==> config.mk <==
export PLATFORM = sky130hd
export DESIGN_NAME = pwrup_strap_release
export DESIGN_NICKNAME = d
export VERILOG_FILES = /design/src/rtl/strap_pkg.sv /design/src/rtl/strap_capture.sv /design/src/rtl/release_timer.sv /design/src/rtl/clk_release_gate.sv /design/src/rtl/pwrup_strap_release.sv
export SDC_FILE = /design/constraint.sdc
export NUM_CORES = 1
export LEC_CHECK = 0
export BUFFER_PORTS_ARGS = -buffer_cell sky130_fd_sc_hd__buf_4
export CAP_MARGIN = 20
export CORE_MARGIN = 1.5
export CORE_UTILIZATION = 48
export CTS_BUF_LIST = sky130_fd_sc_hd__clkbuf_8
export CTS_CLUSTER_SIZE = 20
export DETAILED_ROUTE_END_ITERATION = 8
export GPL_ROUTABILITY_DRIVEN = 0
export PLACE_DENSITY = 0.72
export SKIP_CTS_REPAIR_TIMING = 1
export SYNTH_ARGS = -nofsm -noshare
export SYNTH_HDL_FRONTEND = slang
export SYNTH_SLANG_ARGS = --single-unit
==> constraint.sdc <==
create_clock -name clk -period 2.2 [get_ports clk]
set_input_delay 0.33 -clock clk [delete_from_list [all_inputs] [get_ports clk]]
set_output_delay 0.33 -clock clk [all_outputs]
set_load 0.1 [all_outputs]
==> src/rtl/strap_pkg.sv <==
// Shared types for the power-up strap and clock release logic.
package strap_pkg;
    // Pad phase: input (straps sampled), driven low (timer running), clocks released
    typedef enum logic [1:0] {
        PH_INPUT    = 2'd0,
        PH_HOLD_LOW = 2'd1,
        PH_RUN      = 2'd2
    } phase_e;
endpackage

==> src/rtl/strap_capture.sv <==
// Captures the pad levels once, on the first power-good rise after reset.
// Assumes pwr_good is already synchronous to clk. An undriven pad reads as 1.
module strap_capture #(
    parameter int NUM_PINS = 5
) (
    input  logic                clk,
    input  logic                rst_n,
    input  logic                pwr_good,
    input  logic [NUM_PINS-1:0] pin_in,
    input  logic [NUM_PINS-1:0] pin_float,
    output logic [NUM_PINS-1:0] strap_q,
    output logic                captured,
    output logic                capture_pulse
);
    logic                pg_q;
    logic [NUM_PINS-1:0] pad_level;

    // Effective pad level including the pull-up on undriven pads
    assign pad_level     = pin_in | pin_float;
    assign capture_pulse = pwr_good & ~pg_q & ~captured;

    // Power-good history used to find the rising edge
    always_ff @(posedge clk) begin
        if (!rst_n) pg_q <= 1'b0;
        else        pg_q <= pwr_good;
    end

    // One-time strap capture with a sticky done flag
    always_ff @(posedge clk) begin
        if (!rst_n) begin
            strap_q  <= '0;
            captured <= 1'b0;
        end else if (capture_pulse) begin
            strap_q  <= pad_level;
            captured <= 1'b1;
        end
    end

    // once captured, the values never move
    a_r4_strap_frozen: assert property (@(posedge clk) disable iff (!rst_n)
        (captured && $past(captured)) |-> $stable(strap_q));
    // the sticky flag never drops outside reset
    a_r4_flag_sticky: assert property (@(posedge clk) disable iff (!rst_n)
        captured |=> captured);
endmodule

==> src/rtl/release_timer.sv <==
// Sequences the pad phase: input, then held low for TIMER_CYCLES, then run.
// Assumes start pulses for a single cycle, and only in the input phase.
module release_timer
    import strap_pkg::*;
#(
    parameter int TIMER_CYCLES = 300000
) (
    input  logic   clk,
    input  logic   rst_n,
    input  logic   start,
    output phase_e phase
);
    localparam int CW = $clog2(TIMER_CYCLES + 1);
    localparam logic [CW-1:0] LAST = CW'(TIMER_CYCLES - 1);

    logic [CW-1:0] cnt;

    // Phase sequencing and power-up timer count
    always_ff @(posedge clk) begin
        if (!rst_n) begin
            phase <= PH_INPUT;
            cnt   <= '0;
        end else begin
            unique case (phase)
                PH_INPUT: if (start) begin
                    phase <= PH_HOLD_LOW;
                    cnt   <= '0;
                end
                PH_HOLD_LOW: if (cnt == LAST) phase <= PH_RUN;
                             else             cnt   <= cnt + 1'b1;
                PH_RUN:      phase <= PH_RUN;
                default:     phase <= PH_INPUT;
            endcase
        end
    end

    // the run phase is never left outside reset
    a_r5_run_sticky: assert property (@(posedge clk) disable iff (!rst_n)
        (phase == PH_RUN) |=> (phase == PH_RUN));
    // the count stays inside the timer window
    a_r5_count_bound: assert property (@(posedge clk) disable iff (!rst_n)
        (phase == PH_HOLD_LOW) |-> (cnt <= LAST));
    // the input phase is left only on a start
    a_r8_stay_input: assert property (@(posedge clk) disable iff (!rst_n)
        (phase == PH_INPUT && !start) |=> (phase == PH_INPUT));
endmodule

==> src/rtl/clk_release_gate.sv <==
// Per-pad clock gate. It opens only at an edge where the source clock is
// sampled low, so the first output pulse is a full high phase.
// Assumes each clk_src bit changes only on clk rising edges.
module clk_release_gate #(
    parameter int NUM_PINS = 5
) (
    input  logic                clk,
    input  logic                rst_n,
    input  logic                run,
    input  logic [NUM_PINS-1:0] clk_src,
    output logic [NUM_PINS-1:0] clk_out
);
    logic [NUM_PINS-1:0] en_q;

    for (genvar g = 0; g < NUM_PINS; g++) begin : g_pin
        // Enable set during the source low phase once release is granted
        always_ff @(posedge clk) begin
            if (!rst_n)                     en_q[g] <= 1'b0;
            else if (run && !clk_src[g])    en_q[g] <= 1'b1;
        end

        assign clk_out[g] = clk_src[g] & en_q[g];

        // the enable opens only while the source is low
        a_r6_low_phase_enable: assert property (@(posedge clk) disable iff (!rst_n)
            $rose(en_q[g]) |-> !$past(clk_src[g]));
        // once open, the gate stays open
        a_r6_enable_sticky: assert property (@(posedge clk) disable iff (!rst_n)
            en_q[g] |=> en_q[g]);
    end
endmodule

==> src/rtl/pwrup_strap_release.sv <==
// Top level: dual-purpose pads that are straps at power-up and clock outputs
// afterwards. Pad tri-state is represented only by pin_oe.
// Assumes all inputs are synchronous to clk.
module pwrup_strap_release
    import strap_pkg::*;
#(
    parameter int NUM_PINS     = 5,
    parameter int TIMER_CYCLES = 300000
) (
    input  logic                clk,
    input  logic                rst_n,
    input  logic                pwr_good,
    input  logic [NUM_PINS-1:0] pin_in,
    input  logic [NUM_PINS-1:0] pin_float,
    input  logic [NUM_PINS-1:0] clk_src,
    output logic [NUM_PINS-1:0] strap_q,
    output logic                straps_valid,
    output logic                pin_oe,
    output logic [NUM_PINS-1:0] clk_out
);
    phase_e phase;
    logic   capture_pulse;
    logic   run;

    strap_capture #(.NUM_PINS(NUM_PINS)) capture_i (
        .clk           (clk),
        .rst_n         (rst_n),
        .pwr_good      (pwr_good),
        .pin_in        (pin_in),
        .pin_float     (pin_float),
        .strap_q       (strap_q),
        .captured      (straps_valid),
        .capture_pulse (capture_pulse)
    );

    release_timer #(.TIMER_CYCLES(TIMER_CYCLES)) timer_i (
        .clk   (clk),
        .rst_n (rst_n),
        .start (capture_pulse),
        .phase (phase)
    );

    // Pads drive once the straps are taken; clocks only in the run phase
    assign pin_oe = (phase != PH_INPUT);
    assign run    = (phase == PH_RUN);

    clk_release_gate #(.NUM_PINS(NUM_PINS)) gate_i (
        .clk     (clk),
        .rst_n   (rst_n),
        .run     (run),
        .clk_src (clk_src),
        .clk_out (clk_out)
    );

    // pads are driven low while the timer runs
    a_r5_hold_low: assert property (@(posedge clk) disable iff (!rst_n)
        (phase == PH_HOLD_LOW) |-> (clk_out == '0));
    // no drive and no clocks before capture
    a_r8_input_quiet: assert property (@(posedge clk) disable iff (!rst_n)
        !straps_valid |-> (!pin_oe && clk_out == '0));
    // output enable and valid flag rise together
    a_r2_oe_with_valid: assert property (@(posedge clk) disable iff (!rst_n)
        pin_oe == straps_valid);
endmodule

# Word-level counts from Yosys, hierarchy flattened
# Cells that the tools add are included.
# word_totals
reg_bits	33
latchBits	0
mem_bits_rw	0
mem_bits_ro	0
in_bits	18
n_memories	0
# classes
n_addsub	1
mul	0
div_mod_pow	0
magnitude_cmp	0
n_eq_ne	6
n_shift	0
n_mux	6
bitwise_logic	10
n_reduce_logical	15
# ops
op	count
$mux W19	2
$pmux W19 S2	1
$add A19 B1 Y19 const B	1
$eq A19 B19 Y1 const B	1
$and A1 B1 Y1	7
$pmux W2 S3	1
$logic_and A1 B1 Y1	5
$logic_not A1 Y1	5
$or A5 B5 Y5	1
$mux W2	2
$ne A2 B2 Y1 const B	2
$reduce_bool A2 Y1	2
$reduce_and A3 Y1	1
$eq A2 B1 Y1 const B	1
$eq A2 B2 Y1 const B	1
$logic_not A2 Y1	1
$ne A2 B1 Y1 const B	1
$not A1 Y1	2
$reduce_and A2 Y1	1

# Depth between registers and ports, before layout
# depth
word_depth	5
depth_mapped	8
ltp_nobuf	7

# Hierarchy
# From an unflattened synthesis, not the netlist that was laid out.
# hier_totals
hier_cells	199
area_unflattened_um2	1721.7
# by_module_without_submodules
module	instances	cells_each	area_each_um2
release_timer	1	148	1227.4
strap_capture	1	29	281.5
clk_release_gate	1	20	200.2
pwrup_strap_release	1	2	12.5

# Worst setup path after synthesis
# OpenSTA, ideal clock, no wires.
# synth_path
path_type	register to register
startpoint	register capture_i.captured
endpoint	register timer_i.cnt[11]
arrival_ns	2.073
required_ns	2.130
setup_slack_ns	0.056
stages_incl_launch_ff	7
path_buffers	1
synth_period_minus_slack_ns	2.144
path_cell_list	dfxtp_1 -> or3b_4 -> a21oi_1 -> o21ai_2 -> buf_4 -> or3b_1 -> a21oi_1
# synth_between
elab_chain_len	4
# synth_rtl
item	line	text
from (decl)	strap_capture.sv:12	output logic captured,
from (signal assigned)	strap_capture.sv:32	captured <= 1'b0;
from (signal assigned)	strap_capture.sv:35	captured <= 1'b1;
$not A1 Y1	strap_capture.sv:20	assign capture_pulse = pwr_good & ~pg_q & ~captured;
$and A1 B1 Y1	strap_capture.sv:20	
$ne A2 B2 Y1 (no source line)	n/a	
$reduce_and A3 Y1 (no source line)	n/a	
to (signal assigned)	release_timer.sv:30	else cnt <= cnt + 1'b1;
to (decl)	release_timer.sv:16	logic [CW-1:0] cnt;
# No other way between the ends.
# A chain may end at the register's enable or synchronous reset.

# Worst setup path after layout
# layout_path
startpoint	register timer_i.cnt[4]
endpoint	register timer_i.cnt[10]
# layout_between
elab_chain_len	3
elab_cells_between_ends	6
cone_classes	1 x add/sub; 2 x eq/ne; 2 x mux; 1 x reduce/logical
# layout_rtl
item	line
$add A19 B1 Y19 / $eq A19 B19 Y1 (equally long branches)	release_timer.sv:30, release_timer.sv:29
$mux W19 / $ne A2 B2 Y1 (equally long branches)	n/a
$pmux W19 S2 / $reduce_and A3 Y1 (equally long branches)	n/a
# Several ways; a longest one is shown, not always the timed one. The select of a mux whose other input is x is not followed.

==> impl_metrics.yaml <==
yosys:
  synth_edf_count: 0
  yosys.area.top_type: "dfxtp_1"
  avgSynthCellArea_um2: 8.14
  synthTopCellsByArea: "dfxtp_1, nor2_1, a21oi_1"
  synthArstFlopShare: 0
  yosysMostFrequentCell: "dfxtp_1"
  syn-cell-area_um2: 1690
  yosysUniqueCellTypes: 40
  synth_ff_type: "dfxtp_1"
  syn_inst: 208
  synth_fp_nets: 230
  yosys-top-cells-count: "dfxtp_1, nor2_1, nand2_1"
  synth_warnings: 0
  ys_seq_area_frac: 0.390
  synth_seq_cells: 33
  synth_top_area_share: 0.390
floorplan:
  fp.dieW_um: 62.4
  io-pin-count: 30
  die_height_um: 62.4
  row_count: 21
  core_um2: 3360
  start_util: 0.503
  dieArea_um2: 3890
routing:
  wl_per_cell_um: 12.8
  vias_per_cell: 5.50
  ant_nets: 0
  dr_total_vias: 1578
  wirelength_mm: 3.66
  first_pass_iters: 4
  drc: 0
  drt_iter0_drc: 100
finish:
  antennaDiodeCount: 0
  fill_cells: 328
  drive_above_1_share: 0.203
  fin_cells: 287
  area_delta_synth_final_pct: 21.4
  seqCellArea_um2: 661
  multi_input_area_um2: 942
  fin_nets: 263
clock_tree:
  clock_path_buffers: 2
  htreeDepth: 2
  cts_tree: "yes"
  root_buffer: "clkbuf_8"
  cts_inserted_buffers: 5
  path_clk_slew_ps: 60
  clock_sink_count: 33
  clk_latency_ps: 290
grt:
  antenna_found_initial: 0
  grt_pass1_vias: 1382
  grt_start_max_net_pins: 18
  grt_pass1_wl_mm: 6.28
  track_usage: 0.205
  grt-ovfl-total: 0
power:
  powerDensity_nw_per_um2: 692
  ir_drop_mv: 0.496
  power.static_leakage_nw: 0.789
sta:
  finalHoldViolations: 0
  rsz0062_at_grt: "false"
  report.final.slew_viol_count: 0
  setup_viol: 0
  fmax_mhz: 507
  tns_ps: 0
  worstMarginPinSlew_ps: 601
  period_needed_ps: 1970
  skew_ps: 5.94
  slew_headroom: 0.599
  fin_crit_sh: 0.896
placed_design:
  place_inst: 280
  hpwl_mm: 2.67
  port_buffers: 29
hold_path:
  hold_class: "input pin to flop"
worst_setup_path:
  worstPathMaxFanout: 9
  cp-end-kind: "flop"
  critPathRequiredTime_ps: 2350
  cp-start-kind: "flop"
  crit_type: "flop to flop"
  cp_data_arrival_time_ps: 2120
run:
  drv_cap: 0
outcome:
  status: "finished, final reports clean"
==> cell type report <==
| cell class | count | area share |
|---|---|---|
| clock buffers | 6 | 0.0402 |
| well taps | 46 | 0.0280 |
| multi-input cells | 155 | 0.459 |
| repair buffers | 36 | 0.132 |
| inverters | 10 | 0.0183 |
| flip-flops and latches | 33 | 0.322 |
| clock inverters | 1 | 0.00183 |
==> layer usage <==
layer  GRT usage  share of wire  up-vias
met2       0.317           0.47       45
met1       0.268           0.46      717
met3      0.0432          0.047        7
met4       0.117          0.024        0
met5           0              0        -
li1            -              -      809
==> critical path, stage by stage, from the launching register on <==
cell,delay [ps]
dfxtp_1,420
nor4bb_1,570
nand4bb_4,190
o21a_1,330
a41oi_1,260
a211oi_1,70
==> state kept, by name, summed over array words and instances (netlist names) <==
| name | flops |
|---|---|
| timer_i.cnt | 19 |
| capture_i.strap_q | 5 |
| gate_i.en_q | 5 |
| timer_i.phase | 2 |
| capture_i.captured | 1 |
| capture_i.pg_q | 1 |
==> layout by cell type, fill, tap and decap left out, types with 3 or more instances in the layout <==
master / count
buf_4: 36
dfxtp_1: 33
nor2_1: 23
nand2_1: 20
a21oi_1: 16
inv_1: 11
nand3_1: 9
o21ai_1: 9
o21a_1: 8
and2_1: 7
a31oi_1: 7
o21ai_0: 6
a211oi_1: 6
clkbuf_8: 6
nor3_1: 5
or3_1: 4
ha_1: 4
nand4_1: 3
==> path summary, 6_finish.rpt <==
kind	to	depth (start not counted)	from	slack [ps]
min	capture_i.pg_q	2	pwr_good	260
min reg2reg	gate_i.en_q[0]	2	gate_i.en_q[0]	460
max reg2reg	timer_i.cnt[10]	5	timer_i.cnt[4]	230
max	timer_i.cnt[10]	5	timer_i.cnt[4]	230
==> cells by family (layout without fill, tap and decap cells) <==
group,Yosys count,count (layout),share of synthesized area
flops,33,33,0.390
buf+inv,20,53,0.0532
compound gates,60,60,0.221
fa+ha+maj,4,4,0.0296
simple gates,89,89,0.287
mux,2,2,0.0192
==> metrics by stage <==
step	cell area, µm²	power (mW)	worst slack, ps	hold WS, ps	util
global route	2050	1.51	132	260	0.611
CTS	2050	1.44	229	253	0.611
floorplan	1690	0.903	56.1	429	-
finish	2050	1.42	229	260	0.611
detailed placement	1970	0.991	247	451	0.585
global placement	1970	0.989	325	442	0.585
==> power by group <==
group | internal [mW] | switching [mW] | leakage, nW | total [mW]
Sequential | 0.619 | 0.0126 | 0.268 | 0.631
Combinational | 0.111 | 0.235 | 0.473 | 0.346
Clock | 0.243 | 0.202 | 0.0485 | 0.445
Total | 0.973 | 0.449 | 0.789 | 1.42
No activity file was read; power rests on OpenSTA's default activity.
